$ cat config.mk
export PLATFORM = sky130hd
export DESIGN_NAME = prio_irq_ctrl
export DESIGN_NICKNAME = d
export VERILOG_FILES = /design/src/rtl/prio_irq_pkg.sv /design/src/rtl/pic_src_cell.sv /design/src/rtl/pic_arbiter.sv /design/src/rtl/pic_level_stack.sv /design/src/rtl/prio_irq_ctrl.sv
export SDC_FILE = /design/constraint.sdc
export NUM_CORES = 2
export LEC_CHECK = 0
export BUFFER_PORTS_ARGS = -buffer_cell sky130_fd_sc_hd__buf_2
export CAP_MARGIN = 20
export CORE_ASPECT_RATIO = 1.5
export CORE_MARGIN = 1.5
export CORE_UTILIZATION = 61
export CTS_CLUSTER_DIAMETER = 50
export DETAILED_ROUTE_END_ITERATION = 8
export HOLD_SLACK_MARGIN = 0.12
export MAX_ROUTING_LAYER = met4
export PLACE_DENSITY = 0.78
export SYNTH_ARGS = -nofsm -noshare
export SYNTH_HDL_FRONTEND = slang
export SYNTH_HIERARCHICAL = 1
export SYNTH_SLANG_ARGS = --single-unit
$ cat constraint.sdc
create_clock -name clk -period 56.4 [get_ports clk]
set_input_delay 2.82 -clock clk [delete_from_list [all_inputs] [get_ports clk]]
set_output_delay 2.82 -clock clk [all_outputs]
set_load 0.01 [all_outputs]
$ cat src/rtl/prio_irq_pkg.sv
package prio_irq_pkg;

   typedef enum logic [1:0] {
      TRG_HIGH = 2'd0,
      TRG_RISE = 2'd1,
      TRG_LOW  = 2'd2,
      TRG_FALL = 2'd3
   } trig_e;

   localparam logic [7:0] A_ENA_SET  = 8'h00;
   localparam logic [7:0] A_ENA_CLR  = 8'h01;
   localparam logic [7:0] A_ENA_RD   = 8'h02;
   localparam logic [7:0] A_PEND_CLR = 8'h03;
   localparam logic [7:0] A_VECTOR   = 8'h04;
   localparam logic [7:0] A_EOI      = 8'h05;
   localparam logic [7:0] A_SPUR     = 8'h06;
   localparam logic [7:0] A_MODE     = 8'h40;
   localparam logic [7:0] A_VEC      = 8'h80;

endpackage

$ cat src/rtl/pic_src_cell.sv
module pic_src_cell
   import prio_irq_pkg::*;
(
   input  logic  clk,
   input  logic  rst_n,
   input  logic  src_i,
   input  trig_e trig_i,
   input  logic  clr_i,
   output logic  pend_o
);
   logic [2:0] sh_q;
   logic       pend_q;
   logic       s_now, s_prev, edge_mode, hit;

   assign s_now     = sh_q[1];
   assign s_prev    = sh_q[2];
   assign edge_mode = (trig_i == TRG_RISE) || (trig_i == TRG_FALL);

   always_comb begin
      case (trig_i)
         TRG_RISE: hit = s_now & ~s_prev;
         TRG_FALL: hit = ~s_now & s_prev;
         default:  hit = 1'b0;
      endcase
   end

   always_ff @(posedge clk) begin
      if (!rst_n) begin
         sh_q   <= '0;
         pend_q <= 1'b0;
      end else begin
         sh_q <= {sh_q[1:0], src_i};
         if (!edge_mode)  pend_q <= 1'b0;
         else if (hit)    pend_q <= 1'b1;
         else if (clr_i)  pend_q <= 1'b0;
      end
   end

   always_comb begin
      case (trig_i)
         TRG_HIGH: pend_o = s_now;
         TRG_LOW:  pend_o = ~s_now;
         default:  pend_o = pend_q;
      endcase
   end

   // a latched edge survives until a clear arrives
   a_r3_edge_hold: assert property (@(posedge clk) disable iff (!rst_n)
      edge_mode && pend_q && !clr_i && $stable(trig_i) |=> pend_q);

endmodule

$ cat src/rtl/pic_arbiter.sv
module pic_arbiter #(
   parameter int N  = 32,
   parameter int PW = 3,
   localparam int IW = $clog2(N)
) (
   input  logic [N-1:0]         active_i,
   input  logic [N-1:0][PW-1:0] prio_i,
   output logic                 found_o,
   output logic [IW-1:0]        idx_o,
   output logic [PW-1:0]        best_o
);
   always_comb begin
      found_o = 1'b0;
      idx_o   = '0;
      best_o  = '0;
      for (int i = N - 1; i >= 0; i--) begin
         if (active_i[i] && (!found_o || prio_i[i] >= best_o)) begin
            found_o = 1'b1;
            idx_o   = IW'(i);
            best_o  = prio_i[i];
         end
      end
   end
endmodule

$ cat src/rtl/pic_level_stack.sv
module pic_level_stack #(
   parameter int DEPTH = 8,
   parameter int PW    = 3,
   localparam int DW   = $clog2(DEPTH + 1),
   localparam int IW   = $clog2(DEPTH)
) (
   input  logic          clk,
   input  logic          rst_n,
   input  logic          push_i,
   input  logic [PW-1:0] push_prio_i,
   input  logic          pop_i,
   output logic [DW-1:0] depth_o,
   output logic [PW-1:0] cur_o,
   output logic          empty_o,
   output logic          full_o
);
   logic [DEPTH-1:0][PW-1:0] mem_q;
   logic [DW-1:0]            depth_q;
   logic [PW-1:0]            cur_q;

   assign depth_o = depth_q;
   assign cur_o   = cur_q;
   assign empty_o = (depth_q == '0);
   assign full_o  = (depth_q == DW'(DEPTH));

   always_ff @(posedge clk) begin
      if (!rst_n) begin
         mem_q   <= '0;
         depth_q <= '0;
         cur_q   <= '0;
      end else if (push_i && !full_o) begin
         mem_q[IW'(depth_q)] <= cur_q;
         cur_q               <= push_prio_i;
         depth_q             <= depth_q + DW'(1);
      end else if (pop_i && !empty_o) begin
         cur_q   <= mem_q[IW'(depth_q - DW'(1))];
         depth_q <= depth_q - DW'(1);
      end
   end

   // nesting never exceeds the configured depth
   a_r10_no_overflow: assert property (@(posedge clk) disable iff (!rst_n)
      depth_q <= DW'(DEPTH));
   // an accepted push deepens the stack by one
   a_r6_push_depth: assert property (@(posedge clk) disable iff (!rst_n)
      push_i && !full_o |=> depth_q == $past(depth_q) + DW'(1));
   // pop on an empty stack keeps it empty
   a_r9_pop_empty: assert property (@(posedge clk) disable iff (!rst_n)
      pop_i && !push_i && empty_o |=> depth_q == '0);

endmodule

$ cat src/rtl/prio_irq_ctrl.sv
module prio_irq_ctrl
   import prio_irq_pkg::*;
#(
   parameter int          NUM_SRC      = 32,
   parameter int          PRIO_W       = 3,
   parameter int          VEC_W        = 8,
   parameter int          DEPTH        = 8,
   parameter logic [31:0] EXT_SRC_MASK = 32'hF000_0000
) (
   input  logic               clk,
   input  logic               rst_n,
   input  logic [NUM_SRC-1:0] src_i,
   input  logic               wr_en,
   input  logic               rd_en,
   input  logic [7:0]         addr,
   input  logic [31:0]        wdata,
   output logic [31:0]        rdata,
   output logic               irq_o
);
   localparam int IW = $clog2(NUM_SRC);
   localparam int DW = $clog2(DEPTH + 1);

   if (NUM_SRC < 2 || NUM_SRC > 32) begin : g_bad_n
      $error("NUM_SRC must lie in 2..32");
   end
   if (PRIO_W < 1 || PRIO_W > 4) begin : g_bad_pw
      $error("PRIO_W must lie in 1..4");
   end
   if (VEC_W < 1 || VEC_W > 32) begin : g_bad_vw
      $error("VEC_W must lie in 1..32");
   end
   if (DEPTH < 2) begin : g_bad_depth
      $error("DEPTH must be at least 2");
   end

   logic [NUM_SRC-1:0]             ena_q, pend, active, clr_vec, ack_vec;
   trig_e                          trig_q [NUM_SRC];
   logic [NUM_SRC-1:0][PRIO_W-1:0] prio_q;
   logic [NUM_SRC-1:0][VEC_W-1:0]  vec_q;
   logic [VEC_W-1:0]               spur_q;

   logic              found, eligible, ack, pop, empty, full;
   logic [IW-1:0]     win_idx;
   logic [PRIO_W-1:0] win_prio, cur_prio;
   logic [DW-1:0]     depth;

   logic wr_set, wr_clr, wr_pclr;
   assign wr_set  = wr_en && addr == A_ENA_SET;
   assign wr_clr  = wr_en && addr == A_ENA_CLR;
   assign wr_pclr = wr_en && addr == A_PEND_CLR;
   assign pop     = wr_en && addr == A_EOI;

   always_ff @(posedge clk) begin
      if (!rst_n) begin
         ena_q  <= '0;
         spur_q <= '0;
      end else begin
         if (wr_set) ena_q <= ena_q | wdata[NUM_SRC-1:0];
         if (wr_clr) ena_q <= ena_q & ~wdata[NUM_SRC-1:0];
         if (wr_en && addr == A_SPUR) spur_q <= wdata[VEC_W-1:0];
      end
   end

   for (genvar i = 0; i < NUM_SRC; i++) begin : g_src
      always_ff @(posedge clk) begin
         if (!rst_n) begin
            trig_q[i] <= TRG_HIGH;
            prio_q[i] <= '0;
            vec_q[i]  <= '0;
         end else begin
            if (wr_en && addr == 8'(A_MODE + i)) begin
               prio_q[i] <= wdata[PRIO_W-1:0];
               if (EXT_SRC_MASK[i] || !wdata[5])
                  trig_q[i] <= trig_e'(wdata[5:4]);
            end
            if (wr_en && addr == 8'(A_VEC + i))
               vec_q[i] <= wdata[VEC_W-1:0];
         end
      end

      assign ack_vec[i] = ack && (win_idx == IW'(i));
      assign clr_vec[i] = ack_vec[i] || (wr_pclr && wdata[i]);

      pic_src_cell u_cell (
         .clk    (clk),
         .rst_n  (rst_n),
         .src_i  (src_i[i]),
         .trig_i (trig_q[i]),
         .clr_i  (clr_vec[i]),
         .pend_o (pend[i])
      );

      if (!EXT_SRC_MASK[i]) begin : g_int
         // internal sources keep a non-inverted trigger
         a_r2_internal_trig: assert property (@(posedge clk) disable iff (!rst_n)
            !trig_q[i][1]);
      end
   end

   assign active = pend & ena_q;

   pic_arbiter #(.N(NUM_SRC), .PW(PRIO_W)) u_arb (
      .active_i (active),
      .prio_i   (prio_q),
      .found_o  (found),
      .idx_o    (win_idx),
      .best_o   (win_prio)
   );

   assign eligible = found && !full && (empty || win_prio > cur_prio);
   assign irq_o    = eligible;
   assign ack      = rd_en && addr == A_VECTOR && eligible;

   pic_level_stack #(.DEPTH(DEPTH), .PW(PRIO_W)) u_stack (
      .clk         (clk),
      .rst_n       (rst_n),
      .push_i      (ack),
      .push_prio_i (win_prio),
      .pop_i       (pop),
      .depth_o     (depth),
      .cur_o       (cur_prio),
      .empty_o     (empty),
      .full_o      (full)
   );

   logic [IW-1:0] sel;
   logic          sel_ok;
   assign sel    = addr[IW-1:0];
   assign sel_ok = addr[5:0] < 6'(NUM_SRC);

   always_comb begin
      rdata = '0;
      if (addr == A_ENA_RD)        rdata[NUM_SRC-1:0] = ena_q;
      else if (addr == A_VECTOR)   rdata[VEC_W-1:0]   = eligible ? vec_q[win_idx] : spur_q;
      else if (addr == A_SPUR)     rdata[VEC_W-1:0]   = spur_q;
      else if (addr[7:6] == 2'b01 && sel_ok) begin
         rdata[PRIO_W-1:0] = prio_q[sel];
         rdata[5:4]        = trig_q[sel];
      end
      else if (addr[7:6] == 2'b10 && sel_ok) rdata[VEC_W-1:0] = vec_q[sel];
   end

   // set and clear writes act on exactly the bits written as one
   a_r1_set: assert property (@(posedge clk) disable iff (!rst_n)
      wr_set |=> (ena_q & $past(wdata[NUM_SRC-1:0])) == $past(wdata[NUM_SRC-1:0]));
   a_r1_clr: assert property (@(posedge clk) disable iff (!rst_n)
      wr_clr |=> (ena_q & $past(wdata[NUM_SRC-1:0])) == '0);
   // the request implies an enabled pending source and room on the stack
   a_r5_req_source: assert property (@(posedge clk) disable iff (!rst_n)
      irq_o |-> (|(pend & ena_q)) && depth < DW'(DEPTH));
   // a spurious read leaves the nesting depth alone
   a_r8_spur_stable: assert property (@(posedge clk) disable iff (!rst_n)
      rd_en && addr == A_VECTOR && !irq_o && !pop |=> $stable(depth));

endmodule

==> reports/qor_table.md <==
| Item | Reported |
|---|---|
| Clock-pin slew reported for the worst setup and hold paths after clock tree synthesis | 0.06 ns |
| Min Tclk post-route | 52.79 ns |
| Register area share after synthesis | 35.91% |
| Final-report setup violation count | 0 |
| Total setup buffers inserted after CTS | 0 |
| Cell variety after synth | 115 |
| Post-detail-place hpwl | 82.42 mm |
| Number of detailed-routing iterations run before antenna repair | 6 |
| Synthesized netlist cell count | 3979 |
| # rows | 109 |
| Clock buffer count from CTS | 60 |
| Hold wc startpoint | g_src[21].u_cell/sh_q[0] |
| Internal power | 0.7338 mW |
| Seq cells post-synth | 615 |
| Area of the multi-input gates | 21920 sq um |
| Number of cells on the worst hold path | 1 |
| Critical Path Source Type | flip-flop |
| Die Outline Area | 60630 sq um |
| Wire length of the first global-routing pass | 180.8 mm |
| End-of-flow core utilization | 67.22% |
| CP Data Required Time | 53.58 ns |
| Clock Tree Root | clkbuf_16 |
| Ratio of cells with drive above 1 in the final layout | 14.34% |
| Worst hold path endpoint | g_src[21].u_cell/sh_q[1] |
| Flop2flop setup slack | 6.55 ns |
| Summed instance area of the synthesized netlist | 36070 sq um |
| Final Net Count | 4118 |
| Max Cap Violations | 0 |
| CTS H-tree lvls | 2 |
| Syn Area/Cell | 9.066 sq um |
| Area of the core region | 58640 sq um |
| Worst Path Arrival | 49.97 ns |
| Detailed router's first-iteration violation count | 3337 |
| Cell area after placement | 37090 sq um |
| Global-route usage over all layers | 39.65% |
| Clock Sink Count | 615 |
| Count of yosys warnings during synthesis | 6 |
| Post-route antenna net violation count | 0 |
| Mux share of post-synthesis cell area | 15.72% |
| Reg power frac | 47.0% |
| Clock Power Share | 46.8% |
| Largest clock skew in the final design | 0.02868 ns |
| Final Hold Vio Count | 0 |
| Fraction of the mapped netlist area in compound gates | 19.50% |
| Most common flop cell mapped by yosys | dfxtp_1 |
| Worst reg2reg startpoint | trig_q[31][1] |
| Clock Tree Buf Depth | 3 |
| Fraction of power consumed by combinational cells | 6.3% |
| Average via count per standard cell | 6.665 |
| Grt ovf | 0 |
| Post-synthesis simple-gate area fraction | 21.17% |
| Peak supply drop | 0.02455 mV |
| Final non-filler cell total | 4798 |
| Routed wire length per instance | 24.62 um |
| Fmax achieved | 18.94 MHz |
| Die H | 300.8 um |
| Overall via count from detail_route | 31980 |
| CTS hold repair buffers | 0 |
| Psw | 0.2326 mW |
| Detailed-route DRC error count | 0 |
| Cell Count Post-Placement | 4682 |
| Global placement routability congestion | 1.031 |
| Delay of the slowest cell on the worst path | 0.56 ns |
| Die span in x | 201.6 um |
| Worst slew margin relative to its limit | 23.42% |
| Number of antenna violations at the first check in global routing | 5 |
| Worst-path cell with the longest stage delay | mux4_2 |
| Crit Path Max Fanout | 32 |
| Effective utilization at floorplan | 61.51% |
| Clk_lat worst skew | 0.67 ns |
| Combinational family with the most area after synthesis | simple AND/OR/NAND/NOR gates |
| Wirelength, routed | 118.1 mm |
| Class of the tightest hold or removal check | reg2reg |
| Share of synthesized registers carrying an async set or reset | 0% |
| Static leakage | 13.57 nW |
| Sort of element at the end of the critical path | output port |
| Outcome | finished clean |
| Number of port buffers | 108 |
| Design Area, Final | 39420 sq um |
| Area taken by flip-flops and latches | 12950 sq um |
| Largest net degree at the start of global routing | 125 |
| Clock tree from TritonCTS | done |
| Worst R2R Path Depth | 229 |
| Unrepaired setup endpoints after global routing | no |
| Setup TNS after final layout | 0 ns |
| Net switching share of the total power | 24.07% |
| Critical Setup Path Class | reg2out |
| Post-Synth Adder-Cell Area | 2.744% |
| Number of I/O pins | 109 |
| # fillers | 4855 |
| Synthesized-area fraction occupied by xor and xnor cells | 0.8255% |
| Most used cell along the critical path | ha_1 |
| Vias in the first global route | 30910 |
| Overall power of the completed layout | 0.9664 mW |
| Power density over the cells | 24.52 nW/um^2 |
| Number of enable flip-flop cells after synthesis | 64 |
| Area Overhead vs Synth | 9.279% |
| Final number of max-transition violations | 0 |
| Final critical-path share of the clock period | 93.60% |
| Transition time at the pin with the least slew margin | 1.148 ns |
| Reg-to-reg critical path endpoint | g_src[3].u_cell/pend_q |
-- final cells by class --
| cell class | instances | area share [%] |
|---|---|---|
| diodes | 4 | 0.02539 |
| clock buffers | 77 | 4.387 |
| clock inverters | 35 | 1.270 |
| inverters | 88 | 0.8380 |
| multi-input cells | 3039 | 55.62 |
| flip-flops and latches | 615 | 32.86 |
| well taps | 777 | 2.466 |
| repair buffers | 163 | 2.539 |
-- how the worst max path moves through the flow --
| stage | start | endpoint | slack (ns) |
|---|---|---|---|
| floorplan | trig_q[31][1] | rdata[1] | 9.67 |
| finish | trig_q[31][1] | rdata[0] | 3.61 |
| global placement | trig_q[31][1] | rdata[1] | 3.99 |
| CTS | trig_q[31][1] | rdata[5] | 2.17 |
| detailed placement | trig_q[31][1] | rdata[5] | 3.06 |
| global route | trig_q[31][1] | rdata[0] | 0.03 |
-- per-layer routing --
metal	share of wire [%]	vias to the layer above	global-route usage, %
li1	-	14390	-
met1	36	15370	44.44
met2	47	1708	64.61
met3	8.3	512	6.688
met4	8.1	0	27.63
met5	0	-	-
-- worst max-delay path: cells and delay by family, from the launching register on --
kind / cells / cell delay (ns)
xor gates and xnor gates: 1 / 0.15
buffers and inverters: 7 / 0.93
DFF: 1 / 0.43
muxes: 8 / 2.85
and+or+nand+nor: 89 / 14.98
adders and majority gates: 34 / 9.36
AOI/OAI and AO/OA: 89 / 20.55
-- synth_stat cells (40+ instances only) --
master | number | area, sq um
nor2_1 | 189 | 709.4
a21oi_1 | 95 | 475.5
edfxtp_1 | 64 | 1922
nand2b_1 | 76 | 475.5
ha_1 | 75 | 938.4
nand2_1 | 580 | 2177
nor2b_1 | 143 | 894.6
nand3b_1 | 40 | 300.3
nand3_1 | 139 | 695.7
mux2i_1 | 189 | 1892
a31oi_1 | 52 | 325.3
buf_2 | 45 | 225.2
mux4_2 | 155 | 3491
dfxtp_1 | 551 | 11030
a21boi_0 | 264 | 1982
a22oi_1 | 40 | 300.3
inv_1 | 88 | 330.3
clkbuf_1 | 172 | 645.6
and2_1 | 144 | 900.9
o21ai_0 | 269 | 1346
-- layout by cell type (no fill, tap or decap), types with 93 or more instances in the layout --
master	n
nand2_1	580
mux2i_1	188
nor2_1	179
a21oi_1	93
mux4_2	155
nand3_1	137
and2_1	143
buf_2	105
nor2b_1	141
a21boi_0	264
dfxtp_1	551
o21ai_0	267
-- registers in the layout, summed over array words and instances (netlist names), named ones only --
register,flops
vec_q,256
g_src.u_cell/sh_q,96
prio_q,96
trig_q,64
g_src.u_cell/pend_q,32
u_stack/mem_q,24
spur_q,8
u_stack/depth_o,4
u_stack/cur_o,3
-- power by group through the flow --
stage                     Combinational [mW]  Clock, mW  Sequential (mW)
after floorplan                       0.0386          0            0.462
after global placement                0.0581          0            0.463
after detailed placement              0.0584          0            0.464
after CTS                             0.0586      0.456            0.454
after global routing                  0.0633      0.471            0.455
final                                 0.0605      0.452            0.454
-- through the flow --
step	worst slack, ns	hold slack, ns
after CTS	2.174	0.4374
after floorplan	9.665	0.4118
after detailed placement	3.062	0.4211
after global routing	0.02764	0.4564
after global placement	3.991	0.4129
final	3.612	0.4325
-- logic make-up after synthesis --
group | Yosys count
AO/OA/AOI/OAI | 1021
XOR/XNOR | 34
adder cells (fa/ha/maj) | 80
buffers and inverters | 352
flip-flops | 615
multiplexers | 367
other | 1
AND/OR/NAND/NOR | 1509
-- what timing repair did --
action                     CTS  global route
setup endpoints to repair    0             9
gates resized for setup      0            27
hold endpoints to repair     0             0
No activity file was read; power rests on OpenSTA's default activity.
